### src/rtl/flag_alu_pkg.sv
package flag_alu_pkg;

    typedef enum logic [2:0] {
        OP_ADD  = 3'd0,
        OP_SUB  = 3'd1,
        OP_AND  = 3'd2,
        OP_OR   = 3'd3,
        OP_XOR  = 3'd4,
        OP_NOT  = 3'd5,
        OP_RSV6 = 3'd6,
        OP_RSV7 = 3'd7
    } alu_op_e;

    typedef struct packed {
        logic cf;
        logic of;
        logic sf;
        logic zf;
        logic af;
        logic pf;
    } status_t;

    localparam int NIBBLE = 4;
    localparam int PAR_BITS = 8;

endpackage

### src/rtl/flag_alu_datapath.sv
module flag_alu_datapath
    import flag_alu_pkg::*;
#(
    parameter int W = 32
) (
    input  alu_op_e        op,
    input  logic [W-1:0]   a,
    input  logic [W-1:0]   b,
    output logic [W-1:0]   res,
    output logic           cf_raw,
    output logic           of_raw,
    output logic           af_raw
);
    localparam int MSB = W - 1;

    logic          is_sub;
    logic          is_arith;
    logic [W-1:0]  b_eff;
    logic [W:0]    sum_ext;
    logic [NIBBLE:0] nib_sum;

    always_comb begin
        is_sub   = (op == OP_SUB);
        is_arith = (op == OP_ADD) || (op == OP_SUB);
        b_eff    = is_sub ? ~b : b;
        sum_ext  = {1'b0, a} + {1'b0, b_eff} + {{W{1'b0}}, is_sub};
        nib_sum  = {1'b0, a[NIBBLE-1:0]} + {1'b0, b_eff[NIBBLE-1:0]}
                 + {{NIBBLE{1'b0}}, is_sub};

        unique case (op)
            OP_ADD, OP_SUB: res = sum_ext[W-1:0];
            OP_AND:         res = a & b;
            OP_OR:          res = a | b;
            OP_XOR:         res = a ^ b;
            OP_NOT:         res = ~a;
            default:        res = '0;
        endcase

        cf_raw = is_arith & (sum_ext[W] ^ is_sub);
        of_raw = is_arith & (a[MSB] == b_eff[MSB]) & (sum_ext[MSB] != a[MSB]);
        af_raw = is_arith & (nib_sum[NIBBLE] ^ is_sub);
    end

endmodule

### src/rtl/flag_alu_flagreg.sv
module flag_alu_flagreg
    import flag_alu_pkg::*;
#(
    parameter int W = 32
) (
    input  logic          clk,
    input  logic          rst_n,
    input  logic          upd,
    input  logic [W-1:0]  res,
    input  logic          cf_raw,
    input  logic          of_raw,
    input  logic          af_raw,
    output status_t       flags
);
    status_t flags_d;
    status_t flags_q;

    always_comb begin
        flags_d = flags_q;
        if (upd) begin
            flags_d.cf = cf_raw;
            flags_d.of = of_raw;
            flags_d.sf = res[W-1];
            flags_d.zf = (res == '0);
            flags_d.af = af_raw;
            flags_d.pf = ~(^res[PAR_BITS-1:0]);
        end
    end

    always_ff @(posedge clk or negedge rst_n) begin
        if (!rst_n) flags_q <= '0;
        else        flags_q <= flags_d;
    end

    assign flags = flags_q;

    AST_FLAGS_HOLD: assert property (@(posedge clk) disable iff (!rst_n)
        !upd |=> $stable(flags_q));
    AST_SIGN_TRACKS_MSB: assert property (@(posedge clk) disable iff (!rst_n)
        upd |=> flags_q.sf == $past(res[W-1]));
    AST_ZERO_ON_EMPTY: assert property (@(posedge clk) disable iff (!rst_n)
        (upd && res == '0) |=> flags_q.zf);
    AST_PARITY_EVEN: assert property (@(posedge clk) disable iff (!rst_n)
        (upd && $countones(res[PAR_BITS-1:0]) == 0) |=> flags_q.pf);

endmodule

### src/rtl/flag_alu.sv
module flag_alu
    import flag_alu_pkg::*;
#(
    parameter int W = 32
) (
    input  logic          clk,
    input  logic          rst_n,
    input  logic [2:0]    op_i,
    input  logic [W-1:0]  a_i,
    input  logic [W-1:0]  b_i,
    input  logic          upd_i,
    output logic [W-1:0]  res_o,
    output logic          cf_o,
    output logic          of_o,
    output logic          sf_o,
    output logic          zf_o,
    output logic          af_o,
    output logic          pf_o
);
    alu_op_e  op_sel;
    logic     cf_raw;
    logic     of_raw;
    logic     af_raw;
    status_t  flags;

    assign op_sel = alu_op_e'(op_i);

    flag_alu_datapath #(.W(W)) u_datapath (
        .op     (op_sel),
        .a      (a_i),
        .b      (b_i),
        .res    (res_o),
        .cf_raw (cf_raw),
        .of_raw (of_raw),
        .af_raw (af_raw)
    );

    flag_alu_flagreg #(.W(W)) u_flagreg (
        .clk    (clk),
        .rst_n  (rst_n),
        .upd    (upd_i),
        .res    (res_o),
        .cf_raw (cf_raw),
        .of_raw (of_raw),
        .af_raw (af_raw),
        .flags  (flags)
    );

    assign cf_o = flags.cf;
    assign of_o = flags.of;
    assign sf_o = flags.sf;
    assign zf_o = flags.zf;
    assign af_o = flags.af;
    assign pf_o = flags.pf;

    AST_LOGIC_CLEARS: assert property (@(posedge clk) disable iff (!rst_n)
        (upd_i && op_i >= 3'd2) |=> (!cf_o && !of_o && !af_o));
    AST_SUB_BORROW: assert property (@(posedge clk) disable iff (!rst_n)
        (upd_i && op_i == 3'd1) |=> cf_o == $past(a_i < b_i));

endmodule

### config.mk
export PLATFORM = sky130hd
export DESIGN_NAME = flag_alu
export DESIGN_NICKNAME = d
export VERILOG_FILES = /design/src/rtl/flag_alu_pkg.sv /design/src/rtl/flag_alu_datapath.sv /design/src/rtl/flag_alu_flagreg.sv /design/src/rtl/flag_alu.sv
export SDC_FILE = /design/constraint.sdc
export NUM_CORES = 1
export LEC_CHECK = 0
export ABC_AREA = 1
export BUFFER_PORTS_ARGS = -buffer_cell sky130_fd_sc_hd__buf_4
export CORE_MARGIN = 2
export CORE_UTILIZATION = 50
export DETAILED_ROUTE_END_ITERATION = 10
export HOLD_SLACK_MARGIN = 0.05
export PLACE_DENSITY = 0.79
export SLEW_MARGIN = 20
export SYNTH_ARGS = -nofsm -noshare
export SYNTH_HDL_FRONTEND = slang
export SYNTH_SLANG_ARGS = --single-unit
### constraint.sdc
create_clock -name clk -period 4.85 [get_ports clk]
set_clock_uncertainty 0.1 [all_clocks]
set_input_delay 0.97 -clock clk [delete_from_list [all_inputs] [get_ports clk]]
set_output_delay 0.97 -clock clk [all_outputs]
set_load 0.1 [all_outputs]
# == Yosys cells after proc, flatten, opt, wreduce, memory -nomap -nowiden ==
# Index checks and enable logic that the tools add are counted.
# Widths: inputs -> output; s select.
# op_classes
add_sub_neg,4
n_eq_ne,7
n_mux,2
bitwise,12
n_reduce_logical,5
# op_table
op,n
$pmux 32 s5,1
$not 32->32,2
$add 32x32->33,1
$add 33x1->33,1
$and 32x32->32,1
$logic_not 32->1,1
$mux 32,1
$or 32x32->32,1
$xor 32x32->32,1
$reduce_xor 8->1,1
$eq 3x2->1 const B,2
$eq 3x3->1 const B,2
$add 4x4->5,1
$add 5x1->5,1
$and 1x1->1,4
$eq 3x1->1 const B,1
$logic_not 3->1,1
$reduce_or 2->1,1
$xor 1x1->1,2
$eq 1x1->1,1
$logic_or 1x1->1,1
$ne 1x1->1,1
$not 1->1,1
# word_totals
ff_bits,6
in_bits,70
output_inout_bits,38
wordCells,36

# == Logic depth before layout (Yosys ltp) ==
# Gate-level depths: netlist of the first run.
# depth
depth_word,7
depth_mapped,29
depth_no_buf,27

# == Hierarchy ==
# Synthesis of the first run repeated with hierarchy kept, for this count alone.
# hier_totals
hier_cells,792
hier_area_um2,4735.8
# modules_own_cells
module,n_inst,cells_per_inst,area_per_inst_um2,seq_area_each_um2
flag_alu_datapath,1,710,4245.3,0.0
flag_alu_flagreg,1,82,490.5,150.1

# == Worst setup path before layout of the first run ==
# Ideal clock, no wire load.
# synth_timing
path_kind,input-to-output
start,in op_i[2]
end,out res_o[20]
t_arrival_ns,5.100
required_time_ns,3.780
path_slack_ns,-1.320
cell_stages,15
path_buffers,2
path_cell_list,inv_2 nand3_1 buf_6 clkbuf_1 xor2_1 fa_1 nand3_1 nand3_1 nand3_1 nand3_1 nand3_1 nand2_1 nand2_1 nand2_1 o21ai_0
# synth_between
elab_chain_cells,5
word_cells_on_any_way,11
classes_between,add/sub: 2; eq/ne: 5; mux: 2; reduce/logical: 2
# synth_rtl
element,line,rtl
"start, declared",flag_alu.sv:8,"input logic [2:0] op_i,"
$eq 3x1->1,"flag_alu_datapath.sv:23, flag_alu_datapath.sv:30",
$mux 32,flag_alu_datapath.sv:25,b_eff = is_sub ? ~b : b;
$add 32x32->33,flag_alu_datapath.sv:26,"sum_ext = {1'b0, a} + {1'b0, b_eff} + {{W{1'b0}}, is_sub};"
$add 33x1->33,flag_alu_datapath.sv:26,
$pmux 32 s5 *,flag_alu_datapath.sv:30,unique case (op)
"end, declared",flag_alu.sv:12,"output logic [W-1:0] res_o,"
# Mark *: on every way between the ends. The rest lies on a longest branch, timed or not.

# == Worst setup path after layout of the first run ==
# layout_timing
start,in op_i[2]
end,out res_o[24]
# The elaborated chain is that of the path after synthesis.

==> impl_metrics.json, run 1 <==
{
  "layout_worst_path_cycle_share": 0.954,
  "start_util": 0.518,
  "ios": 108,
  "detailed_place_hpwl_um": 13000,
  "synth_async_sr_flop_share": 1.00,
  "io_buffers": 107,
  "antenna_found_initial": 0,
  "detail_route.drc_violations": 0,
  "cts_buffers": 3,
  "p_sw_uw": 837,
  "worst_skew_pair.late_latency_ps": 220,
  "antenna_cells_inserted": 0,
  "area.growth.synth_to_final_pct": 23.7,
  "dpl.cell_count": 1119,
  "max_freq_mhz": 216,
  "min_path_cells": 2,
  "layout.cells.non_filler": 1122,
  "yosysSeqAreaShare": 0.0295,
  "grt_setup_unrepaired": "false",
  "route.detailed.vias_per_inst": 5.36,
  "r2r_slack_ps": 4100,
  "synth.area.top_cells": "sky130_fd_sc_hd__ha_1 26%, sky130_fd_sc_hd__nand2_1 16%, sky130_fd_sc_hd__inv_1 12%",
  "critical_r2r_capture": "u_flagreg.flags[3]",
  "drtPass1Iterations": 6,
  "yosysMostFrequentCell": "sky130_fd_sc_hd__nand2_1",
  "grtUsageMet2": 0.506,
  "detailedPlace.worstSlack_ps": 231,
  "detailed_place.area_sq_mm": 0.00624,
  "gp_routability_congestion": 0.950,
  "drv_slew": 0,
  "synth-warning-count": 0,
  "grt_start_max_net_pins": 33,
  "worstSetupStartpointType": "input pin",
  "crit_slowest_cell": "sky130_fd_sc_hd__ha_1",
  "clkPwrFrac": 0.058,
  "outcome": "completed",
  "synth_fp_nets": 1037,
  "post_cts_resize_count": 0,
  "worst_voltage_drop_across_the_vdd_grid_uv": 161,
  "final_util": 0.640,
  "netlist-cell-type-count": 44,
  "grt_pass1_vias": 5676,
  "grt_remaining_overflow": 0,
  "layout-drive-gt1-share": 0.182,
  "cts_num_sinks": 6,
  "die_area_sq_mm": 0.0110,
  "timing_worst_slew_pin_value_ps": 690,
  "global_route.usage.total": 0.276,
  "fill_cells": 984,
  "critical_path.most_common_cell": "sky130_fd_sc_hd__nand2_1",
  "groute.layer.met3.usage": 0.0168,
  "placementRows": 36,
  "yosysTopAreaCell": "sky130_fd_sc_hd__ha_1",
  "comb_power_share": 0.894,
  "clock_tree.buffer_depth": 2,
  "worst_ep_required_time_ps": 3780,
  "min_from": "u_flagreg.flags[2]",
  "final_ws_setup_ps": 221,
  "worstPathCellList": "buf_4 -> inv_2 -> nand3_2 -> buf_4 -> xor2_1 -> ha_1 -> nand2_1 -> inv_1 -> nand2_1 -> nand2_1 -> a21oi_1 -> nand2_1 -> a21oi_1 -> inv_1 -> nand2_1 -> nand3_1 -> nand2_1 -> buf_6",
  "p_seq_frac": 0.048,
  "die_height_um": 105,
  "critical-path-max-stage-delay_ps": 360,
  "ys_ff_latch": 6,
  "finalCriticalPeriod_ps": 4630,
  "ff2ff_path_depth": 2,
  "synth_edf_count": 0,
  "synthCells": 862,
  "avgSynthCellArea_sq_um": 5.90,
  "netlist.area_leader.share": 0.256,
  "grt_first_pass_wirelength_um": 25500,
  "gr-max-usage-layer": "met2",
  "ant_nets": 0,
  "critical_path_peak_fanout": 19,
  "max_cap_viol_count": 0,
  "min-delay-path-class": "register to register",
  "cts_root_buffer": "sky130_fd_sc_hd__clkbuf_8",
  "die_width_um": 105,
  "largest_register_ffs": 6,
  "regToRegStartpoint": "u_flagreg.flags[3]",
  "endpoint_kind": "output pin",
  "relative_max_transition_margin": 0.539,
  "sw_frac_of_total": 0.647,
  "clkTransAtPathRegs_ps": 40,
  "intPower_uw": 457,
  "ys_top_cells_by_count": "213 x sky130_fd_sc_hd__nand2_1, 160 x sky130_fd_sc_hd__inv_1, 104 x sky130_fd_sc_hd__ha_1",
  "post_synth_instance_area_sq_mm": 0.00508,
  "htree_num_levels": 1,
  "power_per_cell_area_mw_per_mm2": 206,
  "post_cts_buffers": 0,
  "timing.hold.worst_endpoint": "u_flagreg.flags[2]",
  "num_vias": 6019,
  "cts_tree": "built",
  "setup_viol": 0,
  "fin_nets": 1166,
  "holdBufCountCts": 0,
  "core_sq_mm": 0.00982,
  "avgRoutedWirePerCell_um": 13.7,
  "final_cell_area_sq_mm": 0.00629,
  "postSynth.topFlopCell": "sky130_fd_sc_hd__dfrtp_1",
  "setup.worst_path.class": "input pin to output pin",
  "grt_util_met1": 0.343,
  "hold_viol_final": 0,
  "drt_iter0_markers": 308,
  "worst-endpoint-arrival_ps": 3560,
  "leakage_uw": 0.00362,
  "finalWirelength_um": 15400
}
[layout by cell type, fill, tap and decap left out, types with 5 or more instances in the layout]
cell	netlist	final
sky130_fd_sc_hd__nor3_1	5	5
sky130_fd_sc_hd__xor2_1	34	34
sky130_fd_sc_hd__nand2_1	213	213
sky130_fd_sc_hd__nor2_2	4	5
sky130_fd_sc_hd__dfrtp_1	6	6
sky130_fd_sc_hd__o21bai_1	6	6
sky130_fd_sc_hd__a221oi_1	18	18
sky130_fd_sc_hd__nor2_1	74	73
sky130_fd_sc_hd__o22ai_1	7	7
sky130_fd_sc_hd__a22oi_1	6	6
sky130_fd_sc_hd__buf_4	1	139
sky130_fd_sc_hd__nand3b_1	8	8
sky130_fd_sc_hd__nand2_2	11	11
sky130_fd_sc_hd__inv_1	160	160
sky130_fd_sc_hd__ha_1	104	104
sky130_fd_sc_hd__nand3_1	54	53
sky130_fd_sc_hd__nand4_1	8	8
sky130_fd_sc_hd__a21oi_1	46	46
sky130_fd_sc_hd__o21ai_0	36	35
[how the worst max path moves through the flow]
stage / startpoint / end / slack, ps / depth (start not counted)
after floorplan: op_i[2] / res_o[20] / -7 / 15
after global placement: op_i[2] / res_o[24] / 280 / 18
after detailed placement: op_i[2] / res_o[24] / 230 / 18
after CTS: op_i[2] / res_o[24] / 220 / 18
after global routing: op_i[2] / res_o[24] / 30 / 18
final: op_i[2] / res_o[24] / 220 / 18
[cells by family after synthesis]
family                   after synthesis  synth area share
AND/OR/NAND/NOR                      390             0.333
AO/OA/AOI/OAI                        145             0.178
XOR/XNOR                              35            0.0603
adder cells (fa/ha/maj)              105             0.260
buffers and inverters                181             0.140
flip-flops                             6            0.0295
[area by class of cell]
type,count,area [sq um],area share
sequential,6,150,0.0239
inverter,164,616,0.0979
timing repair buffer,141,1070,0.171
tap,133,166,0.0265
multi-input combinational,675,4240,0.674
clock buffer,3,41.3,0.00657
[layer usage]
layer	vias to the layer above	part of all wire
li1	3060	-
met3	29	0.039
met5	-	0
met1	2756	0.44
met2	174	0.49
met4	0	0.029
[critical path, delay by kind of cell]
kind	cells	cell delay, ps
AO/OA/AOI/OAI	2	430
AND/OR/NAND/NOR	8	800
adder cells (fa/ha/maj)	1	360
buffers and inverters	6	810
XOR/XNOR	1	180
[metrics by stage]
stage	TNS (ps)	hold slack [ps]	total power, uW
6_report	0	391	1290
3_5_place_dp	0	377	1210
5_1_grt	0	415	1400
2_1_floorplan	-6.88	574	896
4_1_cts	0	397	1290
3_3_place_gp	0	369	1200
[power groups by stage]
stage                     Combinational, uW  Clock [uW]  Sequential, uW
final                                  1160        75.1            62.2
after global routing                   1260        79.1            63.3
after floorplan                         779           0             117
after global placement                 1130           0            62.1
after detailed placement               1140           0            62.4
after CTS                              1150        76.8            62.0
(Power assumes the default switching activity.)
==> run 2: changes to the inputs <==
--- a/config.mk
+++ b/config.mk
@@ -10,8 +10,9 @@
 export CORE_MARGIN = 2
 export CORE_UTILIZATION = 50
 export DETAILED_ROUTE_END_ITERATION = 10
+export GPL_TIMING_DRIVEN = 1
 export HOLD_SLACK_MARGIN = 0.05
-export PLACE_DENSITY = 0.79
+export PLACE_DENSITY_LB_ADDON = 0.08
 export SLEW_MARGIN = 20
 export SYNTH_ARGS = -nofsm -noshare
 export SYNTH_HDL_FRONTEND = slang
==> impl_metrics.json, run 2 (synthesized netlist as in run 1, its figures left out) <==
{
  "ios": 108,
  "placementRows": 36,
  "fin_nets": 1142,
  "final_ws_setup_ps": 196,
  "largest_register_ffs": 6,
  "critical-path-max-stage-delay_ps": 430,
  "grt_remaining_overflow": 0,
  "critical_path_peak_fanout": 18,
  "comb_power_share": 0.893,
  "detailed_place_hpwl_um": 14200,
  "worst_voltage_drop_across_the_vdd_grid_uv": 136,
  "p_sw_uw": 845,
  "setup.worst_path.class": "input pin to output pin",
  "worstPathCellList": "buf_4 -> inv_1 -> nand3_4 -> buf_12 -> xor2_1 -> fa_1 -> nand3_1 -> nand3_1 -> nand2_1 -> nand2_1 -> nand2_1 -> nand2_1 -> a21oi_1 -> inv_1 -> nand2_1 -> nand3_1 -> nand2_1 -> buf_6",
  "max_cap_viol_count": 0,
  "post_cts_buffers": 0,
  "die_width_um": 105,
  "min-delay-path-class": "register to register",
  "avgRoutedWirePerCell_um": 15.4,
  "grt_util_met1": 0.368,
  "detail_route.drc_violations": 0,
  "cts_root_buffer": "sky130_fd_sc_hd__clkbuf_8",
  "fill_cells": 993,
  "global_route.usage.total": 0.302,
  "start_util": 0.518,
  "final_cell_area_sq_mm": 0.00613,
  "antenna_found_initial": 0,
  "cts_num_sinks": 6,
  "layout_worst_path_cycle_share": 0.960,
  "grt_setup_unrepaired": "false",
  "grtUsageMet2": 0.567,
  "gp_routability_congestion": 0.935,
  "timing_worst_slew_pin_value_ps": 689,
  "core_sq_mm": 0.00982,
  "dpl.cell_count": 1095,
  "max_freq_mhz": 215,
  "setup_viol": 0,
  "clkPwrFrac": 0.059,
  "hold_viol_final": 0,
  "ant_nets": 0,
  "clkTransAtPathRegs_ps": 30,
  "detailedPlace.worstSlack_ps": 156,
  "route.detailed.vias_per_inst": 5.50,
  "clock_tree.buffer_depth": 2,
  "sw_frac_of_total": 0.659,
  "io_buffers": 107,
  "crit_slowest_cell": "sky130_fd_sc_hd__fa_1",
  "cts_buffers": 3,
  "drtPass1Iterations": 5,
  "layout.cells.non_filler": 1098,
  "die_height_um": 105,
  "ff_latch_area_sq_um": 150,
  "path_buf_inv": 5,
  "path_delay_family": "simple AND/OR/NAND/NOR gates",
  "layout-drive-gt1-share": 0.162,
  "regToRegStartpoint": "u_flagreg.flags[1]",
  "groute.layer.met3.usage": 0.0256,
  "drv_slew": 0,
  "layout_common_cells": "213 x sky130_fd_sc_hd__nand2_1, 160 x sky130_fd_sc_hd__inv_1, 110 x sky130_fd_sc_hd__buf_4, 103 x sky130_fd_sc_hd__ha_1, 74 x sky130_fd_sc_hd__nor2_1",
  "drt_iter0_markers": 382,
  "min_from": "u_flagreg.flags[2]",
  "area.growth.synth_to_final_pct": 20.6,
  "worstSetupStartpointType": "input pin",
  "power_per_cell_area_mw_per_mm2": 209,
  "worst_skew_pair.late_latency_ps": 230,
  "endpoint_kind": "output pin",
  "num_vias": 6034,
  "antenna_cells_inserted": 0,
  "final_util": 0.624,
  "leakage_uw": 0.00352,
  "relative_max_transition_margin": 0.540,
  "intPower_uw": 437,
  "layout_commonest_cell": "sky130_fd_sc_hd__nand2_1",
  "die_area_sq_mm": 0.0110,
  "grt_pass1_vias": 5859,
  "worst-endpoint-arrival_ps": 3580,
  "multiInputGateArea_sq_mm": 0.00425,
  "outcome": "completed",
  "grt_start_max_net_pins": 33,
  "detailed_place.area_sq_mm": 0.00606,
  "gr-max-usage-layer": "met2",
  "worst_ep_required_time_ps": 3780,
  "grt_first_pass_wirelength_um": 27600,
  "finalWirelength_um": 16900,
  "critical_path.most_common_cell": "sky130_fd_sc_hd__nand2_1",
  "htree_num_levels": 1,
  "cts_tree": "built",
  "finalCriticalPeriod_ps": 4650,
  "timing.critical_path.from": "op_i[1]",
  "p_seq_frac": 0.048
}
run 2: cell count changes in the layout (fill, tap and decap cells not counted), sizes merged:
cell  before  now
buf      141  117
run 2: area by class of cell:
cell class / count / share of cell area
timing repair buffer: 117 / 0.149
multi-input combinational: 675 / 0.692
sequential: 6 / 0.0245
clock buffer: 3 / 0.00673
inverter: 164 / 0.100
tap: 133 / 0.0271
run 2: power groups by stage:
| stage | clock, uW | combinational [uW] | sequential [uW] |
|---|---|---|---|
| 4_1_cts | 77.6 | 1130 | 61.8 |
| 6_report | 75.7 | 1150 | 61.8 |
| 3_3_place_gp | 0 | 1110 | 62.0 |
| 3_5_place_dp | 0 | 1130 | 62.3 |
| 5_1_grt | 79.7 | 1240 | 62.6 |
| 2_1_floorplan | 0 | 779 | 117 |
run 2: through the flow:
| stage | setup TNS (ps) | hold slack [ps] | power, uW |
|---|---|---|---|
| after global routing | 0 | 400 | 1380 |
| after floorplan | -6.88 | 574 | 896 |
| after global placement | 0 | 373 | 1170 |
| after detailed placement | 0 | 370 | 1190 |
| final | 0 | 383 | 1280 |
| after CTS | 0 | 381 | 1270 |
run 2: metal layers:
metal / share of wire / vias up / routed length [um]
li1: - / 3016 / -
met1: 0.42 / 2807 / 7150
met2: 0.51 / 186 / 8580
met3: 0.054 / 25 / 910
met4: 0.019 / 0 / 314
met5: 0 / - / 0
run 2: worst paths after layout:
| check | to | slack [ps] | depth (start not counted) |
|---|---|---|---|
| setup reg to reg | u_flagreg.flags[1] | 4090 | 2 |
| hold reg to reg | u_flagreg.flags[2] | 380 | 2 |
| setup / recovery | res_o[24] | 200 | 18 |
| max in group asynchronous | u_flagreg.flags[4] | 4090 | 1 |
| min in group asynchronous | u_flagreg.flags[5] | 440 | 1 |
| hold / removal | u_flagreg.flags[2] | 380 | 2 |
run 2: worst reg2reg max path, delay by kind of cell, from the launching register on:
| family | cells | cell delay (ps) |
|---|---|---|
| flops | 1 | 390 |
| simple gates | 1 | 70 |
| compound gates | 1 | 80 |
run 2: timing repair:
action	4_1_cts	5_1_grt
hold buffers	0	0
setup endpoints to repair	0	9
gates resized for setup	0	9
